===== config.mk =====
export PLATFORM = sky130hd
export DESIGN_NAME = tx_link_seq
export DESIGN_NICKNAME = d
export VERILOG_FILES = /design/src/rtl/txls_pkg.sv /design/src/rtl/txls_gap_ctrl.sv /design/src/rtl/txls_sym_out.sv /design/src/rtl/tx_link_seq.sv
export SDC_FILE = /design/constraint.sdc
export NUM_CORES = 1
export LEC_CHECK = 0
export BUFFER_PORTS_ARGS = -buffer_cell sky130_fd_sc_hd__buf_2
export CAP_MARGIN = 20
export CORE_MARGIN = 10
export CORE_UTILIZATION = 60
export CTS_BUF_LIST = sky130_fd_sc_hd__clkbuf_8
export DETAILED_ROUTE_END_ITERATION = 16
export MAX_ROUTING_LAYER = met4
export PLACE_DENSITY = 0.88
export SLEW_MARGIN = 20
export SYNTH_ARGS = -nofsm -noshare
export SYNTH_HDL_FRONTEND = slang
export SYNTH_SLANG_ARGS = --single-unit

===== constraint.sdc =====
create_clock -name clk -period 6.8 [get_ports clk]
set_input_delay 2.04 -clock clk [delete_from_list [all_inputs] [get_ports clk]]
set_output_delay 2.04 -clock clk [all_outputs]
set_load 0.02 [all_outputs]

===== src/rtl/txls_pkg.sv =====
package txls_pkg;

    typedef enum logic [1:0] {
        SYM_IDLE = 2'd0,
        SYM_DATA = 2'd1,
        SYM_RFLT = 2'd2,
        SYM_LFLT = 2'd3
    } sym_e;

    typedef enum logic [1:0] {
        ST_INIT = 2'd0,
        ST_GAP  = 2'd1,
        ST_PKT  = 2'd2
    } seq_st_e;

    // non-data symbol chosen by the override inputs, local fault first
    function automatic sym_e pick_nondata(input logic lf, input logic rf);
        if (lf)      return SYM_LFLT;
        else if (rf) return SYM_RFLT;
        else         return SYM_IDLE;
    endfunction

endpackage


===== src/rtl/txls_gap_ctrl.sv =====
module txls_gap_ctrl #(
    parameter int CFG_W      = 4,
    parameter int GAP_LO     = 8,
    parameter int GAP_HI     = 12,
    parameter int GAP_FLOOR  = 5,
    parameter int CREDIT_MAX = 3,
    parameter int CNT_W      = 5
) (
    input  logic             clk,
    input  logic             rst_n,
    input  logic [CFG_W-1:0] gap_cfg,
    input  logic             beat_acc,
    input  logic             sop_acc,
    output logic             gap_open
);
    localparam int CR_W  = $clog2(CREDIT_MAX + 1);
    localparam int SW    = CNT_W + 2;
    localparam logic [CNT_W-1:0] CNT_MAX = {CNT_W{1'b1}};
    localparam logic [CFG_W-1:0] LO_C    = CFG_W'(GAP_LO);
    localparam logic [CFG_W-1:0] HI_C    = CFG_W'(GAP_HI);
    localparam logic [CNT_W-1:0] FLOOR_C = CNT_W'(GAP_FLOOR);
    localparam logic [CR_W-1:0]  CRMAX_C = CR_W'(CREDIT_MAX);

    logic [CNT_W-1:0] idle_cnt_q;
    logic [CR_W-1:0]  bank_q;
    logic [CNT_W-1:0] target;
    logic signed [SW-1:0] balance;
    logic [CR_W-1:0]  bank_next;

    // clamp programmed gap into its meaningful range
    always_comb begin
        if (gap_cfg < LO_C)      target = CNT_W'(LO_C);
        else if (gap_cfg > HI_C) target = CNT_W'(HI_C);
        else                     target = CNT_W'(gap_cfg);
    end

    // symbols since the last accepted byte, saturating
    always_ff @(posedge clk) begin
        if (!rst_n)                 idle_cnt_q <= CNT_MAX;
        else if (beat_acc)          idle_cnt_q <= '0;
        else if (idle_cnt_q != CNT_MAX) idle_cnt_q <= idle_cnt_q + 1'b1;
    end

    // bank update at packet start: old bank plus gap excess over target
    always_comb begin
        balance = $signed(SW'(bank_q)) + $signed(SW'(idle_cnt_q)) - $signed(SW'(target));
        if (balance < 0)
            bank_next = '0;
        else if (balance > $signed(SW'(CRMAX_C)))
            bank_next = CRMAX_C;
        else
            bank_next = CR_W'(balance);
    end

    always_ff @(posedge clk) begin
        if (!rst_n)       bank_q <= '0;
        else if (sop_acc) bank_q <= bank_next;
    end

    assign gap_open = ((SW'(idle_cnt_q) + SW'(bank_q)) >= SW'(target))
                      && (idle_cnt_q >= FLOOR_C);

endmodule


===== src/rtl/txls_sym_out.sv =====
module txls_sym_out
    import txls_pkg::*;
#(
    parameter int DATA_W = 8
) (
    input  logic              clk,
    input  logic              rst_n,
    input  logic              beat_acc,
    input  logic [DATA_W-1:0] beat_data,
    input  sym_e              nd_sym,
    output sym_e              sym_q,
    output logic [DATA_W-1:0] dat_q
);
    always_ff @(posedge clk) begin
        if (!rst_n) begin
            sym_q <= SYM_IDLE;
            dat_q <= '0;
        end else if (beat_acc) begin
            sym_q <= SYM_DATA;
            dat_q <= beat_data;
        end else begin
            sym_q <= nd_sym;
            dat_q <= '0;
        end
    end
endmodule


===== src/rtl/tx_link_seq.sv =====
module tx_link_seq
    import txls_pkg::*;
#(
    parameter int DATA_W     = 8,
    parameter int CFG_W      = 4,
    parameter int GAP_LO     = 8,
    parameter int GAP_HI     = 12,
    parameter int GAP_FLOOR  = 5,
    parameter int CREDIT_MAX = 3,
    parameter int CNT_W      = 5
) (
    input  logic              clk,
    input  logic              rst_n,
    input  logic              tx_en,
    input  logic              force_idle,
    input  logic              force_rf,
    input  logic              force_lf,
    input  logic [CFG_W-1:0]  gap_cfg,
    input  logic [DATA_W-1:0] s_tdata,
    input  logic              s_tvalid,
    input  logic              s_tlast,
    output logic              s_tready,
    output logic [1:0]        sym_type,
    output logic [DATA_W-1:0] sym_data,
    output logic              link_init
);
    seq_st_e st_q, st_d;
    logic    gap_open;
    logic    start_ok;
    logic    beat_acc;
    logic    sop_acc;
    sym_e    nd_sym;
    sym_e    sym_q;

    // state register
    always_ff @(posedge clk) begin
        if (!rst_n) st_q <= ST_INIT;
        else        st_q <= st_d;
    end

    assign start_ok = gap_open && tx_en && !force_idle && !force_rf && !force_lf;
    assign beat_acc = s_tvalid && s_tready;
    assign sop_acc  = beat_acc && (st_q == ST_GAP);

    // next state
    always_comb begin
        st_d = st_q;
        unique case (st_q)
            ST_INIT: if (tx_en) st_d = ST_GAP;
            ST_GAP:  if (beat_acc && !s_tlast) st_d = ST_PKT;
            ST_PKT:  if (beat_acc && s_tlast) st_d = ST_GAP;
            default: st_d = ST_INIT;
        endcase
    end

    // outputs decoded from state
    always_comb begin
        s_tready  = 1'b0;
        link_init = 1'b0;
        unique case (st_q)
            ST_INIT: link_init = 1'b1;
            ST_GAP:  s_tready  = start_ok;
            ST_PKT:  s_tready  = 1'b1;
            default: link_init = 1'b1;
        endcase
    end

    assign nd_sym = (st_q == ST_PKT) ? SYM_IDLE : pick_nondata(force_lf, force_rf);

    txls_gap_ctrl #(
        .CFG_W(CFG_W), .GAP_LO(GAP_LO), .GAP_HI(GAP_HI),
        .GAP_FLOOR(GAP_FLOOR), .CREDIT_MAX(CREDIT_MAX), .CNT_W(CNT_W)
    ) u_gap (
        .clk(clk), .rst_n(rst_n), .gap_cfg(gap_cfg),
        .beat_acc(beat_acc), .sop_acc(sop_acc), .gap_open(gap_open)
    );

    txls_sym_out #(.DATA_W(DATA_W)) u_out (
        .clk(clk), .rst_n(rst_n), .beat_acc(beat_acc), .beat_data(s_tdata),
        .nd_sym(nd_sym), .sym_q(sym_q), .dat_q(sym_data)
    );

    assign sym_type = sym_q;

endmodule


==> Word level (Yosys, flattened, before mapping) <==
Cells that the tools add are included.
{ "totals": {"regBits": 19, "elab_cells": 58} }
{ "classes": {"n_addsub": 4, "order_cmp": 6, "n_eq_ne": 6, "muxes": 16, "bitwise": 1, "reduce_logical": 19} }
{ "ops": {"columns": ["operator", "n"], "rows": [
  ["5-bit 2-to-1 mux", 3],
  ["2-bit 2-to-1 mux", 7],
  ["1-bit logical AND", 9],
  ["7-bit by 5-bit >= comparator with 1-bit output", 1],
  ["7-bit by 3-bit > comparator with 1-bit output (second input constant)", 1],
  ["7-bit by 1-bit less-than comparator with 1-bit output (second input constant)", 1],
  ["6-bit by 5-bit subtractor with 7-bit output", 1],
  ["2-bit by 5-bit adder with 6-bit output", 1],
  ["5-bit by 2-bit adder with 6-bit output", 1],
  ["2-bit one-hot mux with 3 select lines", 1],
  ["5-bit by 1-bit adder with 5-bit output (second input constant)", 1],
  ["5-bit by 3-bit >= comparator with 1-bit output (second input constant)", 1],
  ["5-bit inequality test (second input constant)", 1],
  ["4-bit > comparator (second input constant)", 1],
  ["1-bit zero test", 4],
  ["4-bit less-than comparator (second input constant)", 1],
  ["4-bit 2-to-1 mux", 1],
  ["2-bit inequality test (second input constant)", 2],
  ["1-bit 2-to-1 mux", 3],
  ["3-bit AND reduction", 1],
  ["3-bit OR reduction", 1],
  ["2-bit by 1-bit equality test with 1-bit output (second input constant)", 1],
  ["2-bit equality test (second input constant)", 1],
  ["2-bit zero test", 1],
  ["6 further kinds", 6]
]} }

==> Depth between registers and ports, before layout <==
Gate-level depths: netlist of run 1.
{ "logic_depth": {"word_depth": 14, "depth_mapped": 12} }

==> Modules after synthesis <==
Synthesis of run 1 repeated with hierarchy kept, for this count alone.
{ "unflattened": {"hier_cells": 153, "hier_area_um2": 1392.6} }
{ "by_module_without_submodules": {"columns": ["module", "instances", "cells_per_inst", "area_each_um2", "seq_area_each_um2"], "rows": [
  ["txls_gap_ctrl", 1, 101, 878.3, 140.1],
  ["txls_sym_out", 1, 20, 266.5, 200.2],
  ["tx_link_seq", 1, 32, 247.7, 40.0]
]} }

==> Least setup slack after synthesis of run 1 <==
No wires, ideal clock.
{ "synth_path": {"path_type": "input-to-output", "from": "in gap_cfg[0]", "to": "out s_tready", "t_arrival_ns": 3.282, "required_ns": 4.760, "path_slack_ns": 1.478, "path_stages": 7, "path_buffers": 0, "cell_sequence": "and3b_1 -> ha_1 -> nand2b_1 -> a211oi_1 -> o221ai_2 -> a31oi_1 -> nor2_1"} }
{ "synth_via": {"elab_chain_cells": 10, "word_cells_on_any_way": 11, "classes_between": "3 x order compare; 3 x mux; 5 x reduce/logical"} }
{ "synth_rtl": {"columns": ["item", "line_no", "text"], "rows": [
  ["start: declaration", "tx_link_seq.sv:18", "input logic [CFG_W-1:0] gap_cfg,"],
  ["4-bit > comparator", "txls_gap_ctrl.sv:33", "else if (gap_cfg > HI_C) target = CNT_W'(HI_C);"],
  ["4-bit 2-to-1 mux", "txls_gap_ctrl.sv:33", null],
  ["5-bit 2-to-1 mux *", "txls_gap_ctrl.sv:32", "if (gap_cfg < LO_C) target = CNT_W'(LO_C);"],
  ["7-bit by 5-bit >= comparator with 1-bit output *", "txls_gap_ctrl.sv:60", "assign gap_open = ((SW'(idle_cnt_q) + SW'(bank_q)) >= SW'(target))"],
  ["1-bit logical AND *", "txls_gap_ctrl.sv:61", "&& (idle_cnt_q >= FLOOR_C);"],
  ["1-bit logical AND * (4 in series)", "tx_link_seq.sv:41", "assign start_ok = gap_open && tx_en && !force_idle && !force_rf && !force_lf;"],
  ["1-bit one-hot mux with 2 select lines *", "tx_link_seq.sv:60", "unique case (st_q)"],
  ["end: declaration", "tx_link_seq.sv:22", "output logic s_tready,"]
]} }
Mark *: on every way between the ends. The rest lies on a longest branch, timed or not.

==> Worst setup path in the final report of run 1 <==
{ "layout_path": {"from": "in gap_cfg[3]", "to": "out s_tready"} }
The elaborated chain is that of the path after synthesis.

==> impl_metrics.yaml, run 1 <==
synthesis:
  synth_xor_area_frac: 0.0574
  synthTopCellsByArea: "dfxtp_1 (28%), ha_1 (20%), inv_1 (5.2%)"
  syn_avg_cell_area_um2: 9.04
  synthSimpleGateAreaFrac: 0.211
  yosysTopAreaCell: "dfxtp_1"
  syn_inst: 152
  netlist_area_mm2: 0.00137
  synth_top_family_by_area: "adder cells"
  synthMuxAreaShare: 0.0146
  synthAdderAreaFrac: 0.244
  ys.warnings.count: 0
  ys_seq_area_frac: 0.277
  ys_ff_latch: 19
  ys_types: 38
  synth_top_area_frac: 0.277
  synth_compound_area_frac: 0.122
place:
  pre_cts_ws_ns: 1.15
  gp_congestion: 0.887
  place_hpwl_um: 2480
  port_buffers: 31
global_routing:
  overflow: 0
  antenna_found_initial: 0
  grt_max_degree: 21
  grtUsageTotal: 0.142
  grt_pass1_wl_um: 5110
  grt_pass1_vias: 1231
final_layout:
  final_cell_mix: "buf_2 (31), ha_1 (22), inv_1 (19), dfxtp_1 (19), nor2_1 (10)"
  layout.nets: 230
  layout_commonest_cell: "buf_2"
  syn2layout_area_growth_pct: 15.6
  insertedDiodeCount: 0
  drive_gt1_frac: 0.212
setup_path:
  worstPathArrival_ns: 3.60
  path_max_fanout: 4
  crit_type: "input pin to primary output"
  worstSetupStartpointType: "input pin"
  worst_setup_path_end_kind: "primary output"
  required_ns: 4.76
cts:
  clockBufferDepth: 2
  clk-insertion-delay-late_ns: 0.25
  holdBufCountCts: 0
  cts.sinks: 19
  post-cts-setup-buffer-count: 0
  cts.repair.resized: 0
  root_buffer: "clkbuf_8"
  htree_levels: 1
  cts_tree: "done"
  path_clk_slew_ns: 0.07
  cts_inserted_buffers: 3
power_and_ir_drop:
  switching_share: 0.405
  p_int_uw: 282
  p_leak_uw: 0.000805
  power_frac_clock: 0.165
  seqPwrFrac: 0.314
  p_per_area_mw_per_mm2: 299
  p_sw_uw: 192
  ir_drop_v: 0.000289
  comb_power_share: 0.521
sta:
  finClkSkew_ns: 0.000509
  rsz0062_at_grt: "false"
  setup_ws_ns: 1.16
  finalSetupViolCount: 0
  period_share: 0.830
  setup_tns_ns: 0
  max_freq_mhz: 177
  hold_viol: 0
  drv_slew: 0
  min_period_ns: 5.64
floorplanning:
  initial_utilization: 0.627
  die_y_um: 67.9
  die_x_um: 67.9
  dieArea_mm2: 0.00460
  fp.coreArea_mm2: 0.00219
  io_pins: 32
  row_count: 17
job:
  max-cap-violations: 0
routing:
  routed_via_density: 5.30
  post_drt_wl_per_cell_um: 14.4
  route.detailed.drc: 0
  drt_iter0_drc: 46
  antenna_left: 0
  routed_wl_um: 3050
  firstDrtPassIters: 4
  vias: 1124
min_path:
  hold_path_class: "flip-flop to flip-flop"
outcome:
  status: "finished, final reports clean"
-- flip-flops by register name (all words and copies together), names as in the netlist --
register          cells
st_q                  2
u_gap.bank_q          2
u_gap.idle_cnt_q      5
u_out.dat_q           8
u_out.sym_q           2
-- layer usage --
layer	global-route usage	wire length (um)	share of wire	vias to the layer above
met5	-	0	0	-
met4	0.0452	19	0.0062	0
met2	0.255	1670	0.55	11
li1	-	-	-	583
met3	0.0277	78	0.026	4
met1	0.154	1280	0.42	526
-- cells in the mapped netlist, drive strengths merged --
master  instances
a211oi          3
a21oi           6
a31oi           1
a32o            3
and2            2
and3           10
and3b           2
and4            2
and4b           1
buf             2
clkbuf          2
conb            1
dfxtp          19
fa              3
ha             22
inv            19
mux2i           2
nand2           4
nand2b          3
nand3           1
nand3b          3
nand4b          1
nor2           10
nor2b           6
nor3            2
nor3b           1
o21a            1
o21ai           8
o21bai          1
o221ai          1
o31ai           1
xnor2           6
xor2            3
-- critical path, cell delays in order --
cell and delay, ns:
buf_2 0.11, and3b_1 0.18, ha_1 0.28, nand2b_1 0.15
a211oi_1 0.29, o221ai_2 0.16, a31oi_1 0.18, nor2_1 0.05
buf_2 0.15
-- path summary, 6_finish.rpt --
kind                            start               to  slack (ns)  cells after the start
setup / recovery           gap_cfg[3]         s_tready        1.16                      9
hold / removal        u_gap.bank_q[0]  u_gap.bank_q[0]        0.56                      1
setup reg to reg  u_gap.idle_cnt_q[0]  u_gap.bank_q[0]        3.86                     10
hold reg to reg       u_gap.bank_q[0]  u_gap.bank_q[0]        0.56                      1
-- power groups by stage --
stage / logic (uW) / clock network, uW / registers [uW]
global route: 283 / 84.9 / 152
floorplan: 200 / 0 / 143
global placement: 227 / 0 / 150
CTS: 245 / 80.6 / 148
finish: 247 / 78.2 / 149
detailed placement: 243 / 0 / 151
-- final cells by class --
class                   count  area, um^2
well taps                  28        35.0
repair buffers             31         155
inverters                  19        71.3
clock buffers               3        41.3
flip-flops and latches     19         380
fillers                   165         603
multi-input cells         111         900
clock inverters             1        5.00
-- kinds of logic after synthesis --
group	count (synthesis)
XOR/XNOR	9
buffers and inverters	23
AO/OA/AOI/OAI	25
adder cells (fa/ha/maj)	25
AND/OR/NAND/NOR	48
flip-flops	19
multiplexers	2
other	1
-- metrics by stage --
step	util	hold WS, ns	total power (uW)	cells	instance area [um^2]
detailed placement	0.704	0.539	394	208	1540
CTS	0.725	0.553	474	212	1590
finish	0.725	0.556	474	212	1590
global placement	0.704	0.539	377	208	1540
floorplan	-	0.498	344	153	1380
global route	0.725	0.571	519	212	1590
(Power assumes the default switching activity.)
==> run 2, diff against run 1 <==
Settings changed: CORE_UTILIZATION 60 to 50, PLACE_DENSITY 0.88 to 0.78.
Clock period 6.8 ns to 4.81 ns, I/O delays scaled along.
==> run 2 against run 1 <==
Combinational power is 38% higher. Register-to-register slack worse by 2.0 ns. Global-route usage is 2.7 points lower. Via count is 1.2% higher. Critical path depth stayed put. Critical endpoint unchanged. Highest routed layer unchanged.
==> impl_metrics.yaml, run 2 (synthesized netlist as in run 1, its figures left out) <==
final_layout:
  drive_gt1_frac: 0.207
  top_regs: "u_out.dat_q: 8 flops, u_gap.idle_cnt_q: 5 flops"
  final_cell_mix: "buf_2 (31), ha_1 (22), inv_1 (20)"
  num-fill-cells: 222
  largest_reg_flops: 8
  register_area_um2: 380
  layout.nets: 230
  layout_commonest_cell: "buf_2"
  multi_input_comb_area_um2: 900
  syn2layout_area_growth_pct: 15.7
  insertedDiodeCount: 0
  regMostFlops: "u_out.dat_q"
  instances_no_fill: 214
outcome:
  status: "finished, final reports clean"
global_routing:
  overflow: 0
  grt_pass1_wl_um: 4990
  grt_max_degree: 21
  grtUsageTotal: 0.115
  grt_pass1_vias: 1172
  antenna_found_initial: 0
sta:
  setup_tns_ns: 0
  finClkSkew_ns: 0.000418
  max_freq_mhz: 223
  drv_slew: 0
  rsz0062_at_grt: "false"
  finalSetupViolCount: 0
  min_period_ns: 4.48
  period_share: 0.931
  hold_viol: 0
setup_path:
  worst_path_max_delay_cell: "a211oi_1"
  slowest_delay_ns: 0.33
  path_max_fanout: 4
  worstPathArrival_ns: 3.04
  worst_setup_path_end_kind: "primary output"
  r2r_end: "u_gap.bank_q[0]"
  r2r_slack_ns: 1.89
  path_cells: "buf_2 > and3b_1 > ha_1 > nand2b_1 > a211oi_1 > o221ai_2 > a31oi_1 > nor2_1 > buf_2"
  required_ns: 3.37
  crit_type: "input pin to primary output"
  worstReg2RegStart: "u_gap.idle_cnt_q[0]"
  r2r_cells: 10
  cp_common_cell: "buf_2"
  worstSetupStartpointType: "input pin"
min_path:
  hold_start: "u_gap.bank_q[1]"
  hold_path_class: "flip-flop to flip-flop"
  min_delay_worst_endpoint: "u_gap.bank_q[1]"
  whs_path_depth: 1
cts:
  post-cts-setup-buffer-count: 0
  cts.repair.resized: 0
  holdBufCountCts: 0
  cts.sinks: 19
  cts_inserted_buffers: 3
  cts_tree: "done"
  clk-insertion-delay-late_ns: 0.25
  root_buffer: "clkbuf_8"
  htree_levels: 1
  path_clk_slew_ns: 0.07
  clockBufferDepth: 2
place:
  place_hpwl_um: 2450
  dp.cells: 210
  port_buffers: 31
  gp_congestion: 0.834
power_and_ir_drop:
  p_leak_uw: 0.000807
  p_per_area_mw_per_mm2: 414
  ir_drop_v: 0.000361
  p_total_uw: 658
floorplanning:
  die_y_um: 72.4
  dieArea_mm2: 0.00524
  fp.coreArea_mm2: 0.00254
  initial_utilization: 0.540
  row_count: 18
  die_x_um: 72.4
  io_pins: 32
routing:
  firstDrtPassIters: 4
  drt_iter0_drc: 27
  post_drt_wl_per_cell_um: 13.6
  vias: 1138
  routed_via_density: 5.32
  routed_wl_um: 2910
  route.detailed.drc: 0
  antenna_left: 0
job:
  max-cap-violations: 0
[run 2: changes by cell type in the layout (fill, tap and decap cells not counted), sizes merged]
| cell | previous run | this run |
|---|---|---|
| inv | 19 | 20 |
| clkinv | 1 | 0 |
[run 2: critical path: cells and delay by family]
kind            cells  cell delay, ns
simple gates        3            0.36
fa+ha+maj           1            0.28
buf+inv             2            0.26
compound gates      3            0.69
[run 2: worst max-delay path by stage]
stage,end,slack [ns],startpoint,cells after the start
after CTS,s_tready,0.32,gap_cfg[3],9
after global routing,s_tready,0.19,gap_cfg[2],9
final,s_tready,0.33,gap_cfg[3],9
after global placement,s_tready,0.36,gap_cfg[3],9
after floorplan,s_tready,0.68,gap_cfg[0],7
after detailed placement,s_tready,0.33,gap_cfg[3],9
[run 2: area by class of cell]
type | count | area share
Tap cell | 30 | 0.0236
Inverter | 19 | 0.0449
Clock buffer | 3 | 0.0260
Sequential cell | 19 | 0.239
Timing Repair Buffer | 31 | 0.0976
Multi-Input combinational cell | 111 | 0.566
Clock inverter | 1 | 0.00236
[run 2: metrics by stage]
stage	instance area, um^2	worst slack [ns]	hold WS (ns)	util
2_1_floorplan	1380	0.682	0.498	-
3_3_place_gp	1540	0.358	0.537	0.607
3_5_place_dp	1540	0.333	0.551	0.607
4_1_cts	1590	0.321	0.573	0.624
5_1_grt	1590	0.186	0.605	0.624
6_report	1590	0.331	0.568	0.624
[run 2: where the power goes]
part           internal, uW  switching, uW  total [uW]  leakage, uW
clock network          56.6           48.0         105    0.0000269
registers               177           34.0         211     0.000155
logic                   162            180         342     0.000625
[run 2: metal layers]
| metal | wire [um] | vias up | GRT usage |
|---|---|---|---|
| met5 | 0 | - | - |
| met4 | 31 | 0 | 0.0274 |
| met3 | 192 | 6 | 0.0476 |
| met2 | 1490 | 23 | 0.200 |
| met1 | 1190 | 527 | 0.119 |
| li1 | - | 582 | - |
